$ cat config.mk
export PLATFORM = sky130hd
export DESIGN_NAME = i2c_cmd_seq
export DESIGN_NICKNAME = d
export VERILOG_FILES = /design/src/rtl/i2cseq_pkg.sv /design/src/rtl/i2cseq_step_pick.sv /design/src/rtl/i2cseq_eng_port.sv /design/src/rtl/i2c_cmd_seq.sv
export SDC_FILE = /design/constraint.sdc
export NUM_CORES = 1
export LEC_CHECK = 0
export ABC_AREA = 1
export BUFFER_PORTS_ARGS = -buffer_cell sky130_fd_sc_hd__buf_2
export CAP_MARGIN = 20
export CELL_PAD_IN_SITES_DETAIL_PLACEMENT = 2
export CELL_PAD_IN_SITES_GLOBAL_PLACEMENT = 2
export CORE_ASPECT_RATIO = 2
export CORE_MARGIN = 2
export CORE_UTILIZATION = 25
export CTS_CLUSTER_DIAMETER = 50
export DETAILED_ROUTE_END_ITERATION = 10
export PLACE_DENSITY = 0.86
export SLEW_MARGIN = 20
export SYNTH_ARGS = -nofsm -noshare
export SYNTH_HDL_FRONTEND = slang
export SYNTH_SLANG_ARGS = --single-unit
$ cat constraint.sdc
create_clock -name clk -period 1.6 [get_ports clk]
set_input_delay 0.16 -clock clk [delete_from_list [all_inputs] [get_ports clk]]
set_output_delay 0.16 -clock clk [all_outputs]
set_load 0.1 [all_outputs]
$ cat src/rtl/i2cseq_pkg.sv
package i2cseq_pkg;

    localparam int REG_W    = 32;
    localparam int CMD_W    = 16;
    localparam int BYTE_W   = 8;
    localparam int ST_W     = 4;
    localparam int OP_W     = 3;
    localparam int EV_W     = 5;

    // command bit positions
    localparam int CB_START  = 0;
    localparam int CB_MTX    = 1;
    localparam int CB_MRX    = 3;
    localparam int CB_RXLAST = 4;
    localparam int CB_STOP   = 5;

    typedef enum logic [ST_W-1:0] {
        ST_IDLE    = 4'h0,
        ST_ACTIVE  = 4'h8,
        ST_START   = 4'h9,
        ST_RESTART = 4'hA,
        ST_STOP    = 4'hB,
        ST_TXD     = 4'hC,
        ST_RXACK   = 4'hD,
        ST_RXD     = 4'hE,
        ST_TXACK   = 4'hF
    } seq_state_e;

    typedef enum logic [OP_W-1:0] {
        OP_NONE  = 3'd0,
        OP_START = 3'd1,
        OP_SEND  = 3'd2,
        OP_RECV  = 3'd3,
        OP_NACK  = 3'd4,
        OP_END   = 3'd5
    } eng_op_e;

    typedef enum logic [2:0] {
        STEP_NONE, STEP_START, STEP_TX, STEP_TXEND,
        STEP_RX, STEP_NACK, STEP_STOP, STEP_RSTEND
    } step_e;

    typedef enum logic [1:0] {PH_IDLE, PH_RUN, PH_WAIT} phase_e;

    typedef struct packed {
        logic stop_bad;
        logic stop_ok;
        logic rx_done;
        logic tx_nak;
        logic tx_ack;
    } ev_s;

    function automatic logic is_active(input logic [ST_W-1:0] s);
        return s[3];
    endfunction

endpackage

$ cat src/rtl/i2cseq_step_pick.sv
module i2cseq_step_pick
    import i2cseq_pkg::*;
(
    input  logic [CMD_W-1:0] cmd,
    input  logic             rx_pend,
    output step_e            step
);
    always_comb begin
        if (cmd[CB_START])
            step = STEP_START;
        else if (cmd[CB_MTX])
            step = STEP_TX;
        else if ((cmd[CB_MRX] || cmd[CB_RXLAST]) && !rx_pend)
            step = STEP_RX;
        else if (cmd[CB_STOP])
            step = STEP_STOP;
        else
            step = STEP_NONE;
    end
endmodule

$ cat src/rtl/i2cseq_eng_port.sv
module i2cseq_eng_port
    import i2cseq_pkg::*;
(
    input  logic              clk,
    input  logic              rst,
    input  logic              launch,
    input  eng_op_e           launch_op,
    input  logic [BYTE_W-1:0] launch_data,
    input  logic              eng_ack,
    output logic              eng_req,
    output eng_op_e           eng_op,
    output logic [BYTE_W-1:0] eng_wdata
);
    always_ff @(posedge clk) begin
        if (rst) begin
            eng_req   <= 1'b1;
            eng_op    <= OP_END;
            eng_wdata <= '0;
        end else if (launch) begin
            eng_req   <= 1'b1;
            eng_op    <= launch_op;
            eng_wdata <= launch_data;
        end else if (eng_ack) begin
            eng_req   <= 1'b0;
        end
    end

    // a pending request is held unchanged until the engine answers
    assert_req_hold_R12: assert property (@(posedge clk) disable iff (rst)
        (eng_req && !eng_ack) |=> (eng_req && $stable(eng_op) && $stable(eng_wdata)));
endmodule

$ cat src/rtl/i2c_cmd_seq.sv
module i2c_cmd_seq
    import i2cseq_pkg::*;
#(
    parameter int ADDR_W = 2
) (
    input  logic              clk,
    input  logic              rst,
    input  logic              wr_en,
    input  logic [ADDR_W-1:0] wr_addr,
    input  logic [REG_W-1:0]  wr_data,
    output logic [REG_W-1:0]  cmd_rd,
    output logic [2*BYTE_W-1:0] buf_rd,
    input  logic              rx_pend,
    input  logic              bus_busy,
    output logic              eng_req,
    output logic [OP_W-1:0]   eng_op,
    output logic [BYTE_W-1:0] eng_wdata,
    input  logic              eng_ack,
    input  logic              eng_nak,
    input  logic [BYTE_W-1:0] eng_rdata,
    output logic [EV_W-1:0]   ev_out
);
    localparam logic [ADDR_W-1:0] A_FUNC = ADDR_W'(0);
    localparam logic [ADDR_W-1:0] A_CMD  = ADDR_W'(1);
    localparam logic [ADDR_W-1:0] A_BYTE = ADDR_W'(2);
    localparam int PAD_HI = REG_W - ST_W - 19;

    logic [CMD_W-1:0]    cmd_q;
    logic [ST_W-1:0]     st_q;
    logic [2*BYTE_W-1:0] buf_q;
    logic [1:0]          func_q;
    phase_e              phase_q;
    step_e               step_q;
    ev_s                 ev_q;

    step_e               pick;
    logic                launch;
    eng_op_e             l_op;
    logic [BYTE_W-1:0]   l_data;
    eng_op_e             op_w;

    i2cseq_step_pick u_pick (
        .cmd     (cmd_q),
        .rx_pend (rx_pend),
        .step    (pick)
    );

    i2cseq_eng_port u_port (
        .clk         (clk),
        .rst         (rst),
        .launch      (launch),
        .launch_op   (l_op),
        .launch_data (l_data),
        .eng_ack     (eng_ack),
        .eng_req     (eng_req),
        .eng_op      (op_w),
        .eng_wdata   (eng_wdata)
    );

    assign eng_op = op_w;
    assign ev_out = ev_q;
    assign buf_rd = buf_q;
    assign cmd_rd = {{PAD_HI{1'b0}}, st_q, 2'b00, bus_busy, cmd_q};

    // which engine operation, if any, starts this cycle
    always_comb begin
        launch = 1'b0;
        l_op   = OP_NONE;
        l_data = buf_q[BYTE_W-1:0];
        if (phase_q == PH_RUN) begin
            case (pick)
                STEP_START: begin launch = 1'b1; l_op = OP_START; end
                STEP_TX:    begin launch = 1'b1; l_op = OP_SEND;  end
                STEP_RX:    begin launch = 1'b1; l_op = OP_RECV;  end
                STEP_STOP:  if (is_active(st_q)) begin launch = 1'b1; l_op = OP_END; end
                default: ;
            endcase
        end else if (phase_q == PH_WAIT && eng_ack) begin
            if (step_q == STEP_TX && eng_nak) begin
                launch = 1'b1; l_op = OP_END;
            end else if (step_q == STEP_RX && cmd_q[CB_RXLAST]) begin
                launch = 1'b1; l_op = OP_NACK;
            end
        end
    end

    always_ff @(posedge clk) begin
        if (rst) begin
            cmd_q   <= '0;
            st_q    <= ST_IDLE;
            buf_q   <= '0;
            func_q  <= '0;
            phase_q <= PH_WAIT;
            step_q  <= STEP_RSTEND;
            ev_q    <= '0;
        end else begin
            ev_q <= '0;
            if (wr_en && wr_addr == A_FUNC)
                func_q <= wr_data[1:0];
            case (phase_q)
                PH_IDLE: begin
                    if (wr_en && wr_addr == A_CMD && func_q[0]) begin
                        cmd_q   <= wr_data[CMD_W-1:0];
                        phase_q <= PH_RUN;
                    end
                    if (wr_en && wr_addr == A_BYTE)
                        buf_q <= {{BYTE_W{1'b0}}, wr_data[BYTE_W-1:0]};
                end
                PH_RUN: begin
                    case (pick)
                        STEP_START: begin
                            st_q    <= is_active(st_q) ? ST_RESTART : ST_START;
                            step_q  <= STEP_START;
                            phase_q <= PH_WAIT;
                        end
                        STEP_TX: begin
                            st_q <= ST_TXD; step_q <= STEP_TX; phase_q <= PH_WAIT;
                        end
                        STEP_RX: begin
                            st_q <= ST_RXD; step_q <= STEP_RX; phase_q <= PH_WAIT;
                        end
                        STEP_STOP: begin
                            if (is_active(st_q)) begin
                                st_q <= ST_STOP; step_q <= STEP_STOP; phase_q <= PH_WAIT;
                            end else begin
                                ev_q.stop_bad   <= 1'b1;
                                cmd_q[CB_STOP]  <= 1'b0;
                                st_q            <= ST_IDLE;
                                phase_q         <= PH_IDLE;
                            end
                        end
                        default: phase_q <= PH_IDLE;
                    endcase
                end
                default: begin
                    if (eng_ack) begin
                        case (step_q)
                            STEP_START: begin
                                cmd_q[CB_START] <= 1'b0;
                                cmd_q[CB_MTX]   <= 1'b0;
                                if (eng_nak) begin
                                    ev_q.tx_nak <= 1'b1;
                                    phase_q     <= PH_IDLE;
                                end else begin
                                    ev_q.tx_ack <= 1'b1;
                                    st_q        <= ST_ACTIVE;
                                    phase_q     <= PH_RUN;
                                end
                            end
                            STEP_TX: begin
                                cmd_q[CB_MTX] <= 1'b0;
                                if (eng_nak) begin
                                    ev_q.tx_nak <= 1'b1;
                                    step_q      <= STEP_TXEND;
                                end else begin
                                    ev_q.tx_ack <= 1'b1;
                                    st_q        <= ST_ACTIVE;
                                    phase_q     <= PH_RUN;
                                end
                            end
                            STEP_RX: begin
                                buf_q        <= {eng_rdata, {BYTE_W{1'b0}}};
                                ev_q.rx_done <= 1'b1;
                                if (cmd_q[CB_RXLAST]) begin
                                    step_q <= STEP_NACK;
                                end else begin
                                    cmd_q[CB_MRX] <= 1'b0;
                                    st_q          <= ST_ACTIVE;
                                    phase_q       <= PH_RUN;
                                end
                            end
                            STEP_NACK: begin
                                cmd_q[CB_MRX]    <= 1'b0;
                                cmd_q[CB_RXLAST] <= 1'b0;
                                st_q             <= ST_ACTIVE;
                                phase_q          <= PH_RUN;
                            end
                            STEP_TXEND: begin
                                st_q    <= ST_ACTIVE;
                                phase_q <= PH_RUN;
                            end
                            STEP_STOP: begin
                                cmd_q[CB_STOP] <= 1'b0;
                                ev_q.stop_ok   <= 1'b1;
                                st_q           <= ST_IDLE;
                                phase_q        <= PH_IDLE;
                            end
                            default: phase_q <= PH_IDLE;
                        endcase
                    end
                end
            endcase
        end
    end

    // with master enable clear, a command write does not start a sequence
    assert_disabled_cmd_R2: assert property (@(posedge clk) disable iff (rst)
        (phase_q == PH_IDLE && wr_en && wr_addr == A_CMD && !func_q[0]) |=> (phase_q == PH_IDLE));
    // an acknowledge event is always accompanied by the active state
    assert_ack_active_R4: assert property (@(posedge clk) disable iff (rst)
        ev_q.tx_ack |-> (st_q == ST_ACTIVE));
    // a received byte lands in the upper half, lower half cleared
    assert_rx_buf_R7: assert property (@(posedge clk) disable iff (rst)
        ev_q.rx_done |-> (buf_q[BYTE_W-1:0] == '0));
    // both stop outcomes leave the state idle
    assert_stop_idle_R8: assert property (@(posedge clk) disable iff (rst)
        (ev_q.stop_ok || ev_q.stop_bad) |-> (st_q == ST_IDLE));
    // never more than one event in a cycle
    assert_one_event_R12: assert property (@(posedge clk) disable iff (rst)
        $onehot0(ev_q));
    // no register change of the command bits during a running sequence from writes
    assert_busy_hold_R11: assert property (@(posedge clk) disable iff (rst)
        (phase_q == PH_WAIT && !eng_ack) |=> ($stable(cmd_q) && $stable(buf_q)));
endmodule

==> reports/metrics.yaml <==
worstPathRequired_ns: 1.87
report.power.total_mw: 3.84
gp_congestion: 0.925
grt_max_degree: 30
cp_cell_sequence: "inv_4 -> nand2_2 -> nor2_2 -> nand2_2 -> nand2_2 -> inv_2 -> nor2_4 -> nor2_4 -> buf_12 -> nand2_2 -> nand2_2 -> nor2_2"
syn_avg_cell_area_um2: 7.10
min_to: "buf_rd[12]"
fin_nets: 557
routed_wirelength_um: 11100
synthAdderAreaFrac: 0
peakVddDrop_mv: 0.508
tightestPinTransition_ns: 0.519
cts_root_buf: "clkbuf_16"
start_kind: "flop"
clock_sinks: 59
antenna_found_initial: 0
slowest_stage: "dfxtp_4"
yosysTopAreaCell: "dfxtp_1"
cp_slowest_stage_delay_ns: 0.37
synth_ff_type: "dfxtp_1"
vias_per_cell: 4.67
r2r_cells: 12
cap_violations: 0
drive_gt1_frac: 0.372
setup.worst_path.start: "step_q[1]"
synth_cell_types: 31
ys_warn_count: 0
critical-path-top-delay-family: "simple AND/OR/NAND/NOR gates"
cpMostUsedCell: "nand2_2"
drt_pass1_iterations: 4
htreeDepth: 3
netlist.area_leader.share: 0.420
syn_to_final_growth_pct: 39.5
cts_tree: "built"
syn_inst: 396
postCtsHoldBufs: 0
register_area_um2: 1210
synth_edf_count: 0
synth_area_um2: 2810
slew_headroom: 0.656
grt_remaining_overflow: 0
min_period_ns: 1.54
hold_class: "in -> reg"
reg2reg_from: "step_q[1]"
fin_area_um2: 3920
synth.area.top_cells: "dfxtp_1 (42%), nand2_1 (14%), a21oi_1 (6.4%), nand3_1 (6.4%), nor2_1 (6.1%)"
hold_depth: 3
place_area_um2: 3500
status: "complete, no violations"
start_util: 0.257
vias: 3052
netlist_top_cells_count: "nand2_1 (102), dfxtp_1 (59), nor2_1 (46)"
drt-initial-drc-count: 71
p_leak_nw: 1.88
grt_pass1_wl_um: 17800
synth_most_common_cell: "nand2_1"
path_clk_slew_ns: 0.05
clock.fmax_mhz: 648
rows: 54
end_kind: "flop"
dp_cells: 632
critical_path_buf_inv_count: 3
core_um2: 10900
synth_compound_area_frac: 0.120
fill_cells: 1349
die_w_um: 79
worstReg2RegEnd: "u_port.eng_wdata[0]"
grt_pass1_vias: 3416
r2r_setup_slack_ns: 0.06
fin_worst_skew_ns: 0.00846
synth_seq_cells: 59
path_max_fanout: 16
clkLatencyLatePin_ns: 0.33
post_drt_wl_per_cell_um: 17.0
portBuffers: 84
rsz0062_at_grt: "true"
die_area_um2: 12200
powerDensity_nw_per_um2: 980
worstSetupPathType: "reg -> reg"
finalSetupViolations: 0
cp.arrival_ns: 1.81
yosys.area_share.simple: 0.345
ant_nets: 0
synth_top_family_by_area: "simple AND/OR/NAND/NOR gates"
period_share: 0.964
drcViolationCount: 0
clk_path_buf_depth: 2
io_pins: 114
insertedDiodeCount: 0
hold_slack_ns: 0.0570
synth_xor_area_frac: 0
multi_input_area_um2: 1410
layoutNonFillerInstCount: 653
grt_use_total: 0.192
place_hpwl_um: 8510
hold_viol: 0
die_h_um: 154
yosysSeqAreaShare: 0.420
cts_buffers: 9
maxSlewViolCount: 0
async_reset_ff_frac: 0
hold_start: "eng_rdata[4]"
synth.area.mux_share: 0
## state kept, by name, indices dropped and copies added (netlist names)
| signal | cells |
|---|---|
| u_port.eng_op | 3 |
| u_port.eng_wdata | 8 |
| u_port.eng_req | 1 |
| buf_rd | 16 |
| cmd_q | 16 |
| ev_out | 5 |
| step_q | 3 |
| phase_q | 2 |
| func_q | 1 |
| st_q | 4 |
## cells in the final DEF (no fill, tap or decap), types with 2 or more instances in the layout
cell	count
dfxtp_1	49
nor2_2	7
clkbuf_1	4
dfxtp_4	6
nand3_1	36
nand4_1	6
nor2_4	8
conb_1	11
o211ai_1	2
buf_2	84
inv_1	23
nor3_1	3
nand3_2	2
a21oi_1	36
clkbuf_16	10
inv_2	9
buf_12	3
nand2_1	89
nor2_1	41
buf_4	30
nand2_2	18
o21ai_0	16
dfxtp_2	4
o21ai_4	2
or2_2	2
## timing repair
| action | CTS | global route |
|---|---|---|
| pin swaps | 2 | 7 |
| buffers inserted | 3 | 3 |
| resized for setup | 3 | 30 |
| endpoints found under the setup margin | 15 | 32 |
## tightest hold or removal path, delay by kind of cell
kind	cells	cell delay (ns)
buf+inv	1	0.07
simple gates	1	0.07
compound gates	1	0.05
## kinds of logic (layout without fill, tap and decap cells)
logic type,after synthesis,count (layout)
buf+inv,61,168
simple gates,215,215
compound gates,60,60
other cells,1,11
flops,59,59
## stage by stage
step	setup slack [ns]	utilization	setup TNS (ns)
6_report	0.0572	0.358	0
4_1_cts	0.0255	0.350	0
5_1_grt	-0.0496	0.358	-0.375
3_5_place_dp	-0.0971	0.320	-0.453
2_1_floorplan	0.0222	-	0
3_3_place_gp	0.0472	0.320	0
## routing by layer
layer | global-route usage | share of wire | vias up
met5 | 0 | 0 | -
met4 | 0.0887 | 0.033 | 0
met3 | 0.0346 | 0.033 | 21
met2 | 0.382 | 0.60 | 76
met1 | 0.179 | 0.34 | 1479
li1 | - | - | 1476
## power breakdown
group / total [mW] / switching (mW) / internal [mW]
sequential: 1.50 / 0.0168 / 1.48
clock: 1.85 / 0.666 / 1.18
combinational: 0.495 / 0.379 / 0.116
## final cells by class
class | instances | area share
sequential | 59 | 0.308
multi-input combinational | 286 | 0.359
clock buffer | 15 | 0.0711
clock inverter | 1 | 0.00128
timing repair buffer | 118 | 0.183
inverter | 34 | 0.0332
tap | 140 | 0.0447
## how the worst max path moves through the flow
stage	cells after the start	slack (ns)	to
floorplan	8	0.02	u_port.eng_wdata[5]
global placement	8	0.05	step_q[0]
detailed placement	9	-0.1	step_q[2]
CTS	9	0.03	u_port.eng_wdata[7]
global route	11	-0.05	u_port.eng_wdata[4]
finish	12	0.06	u_port.eng_wdata[0]
No activity file was read; power rests on OpenSTA's default activity.
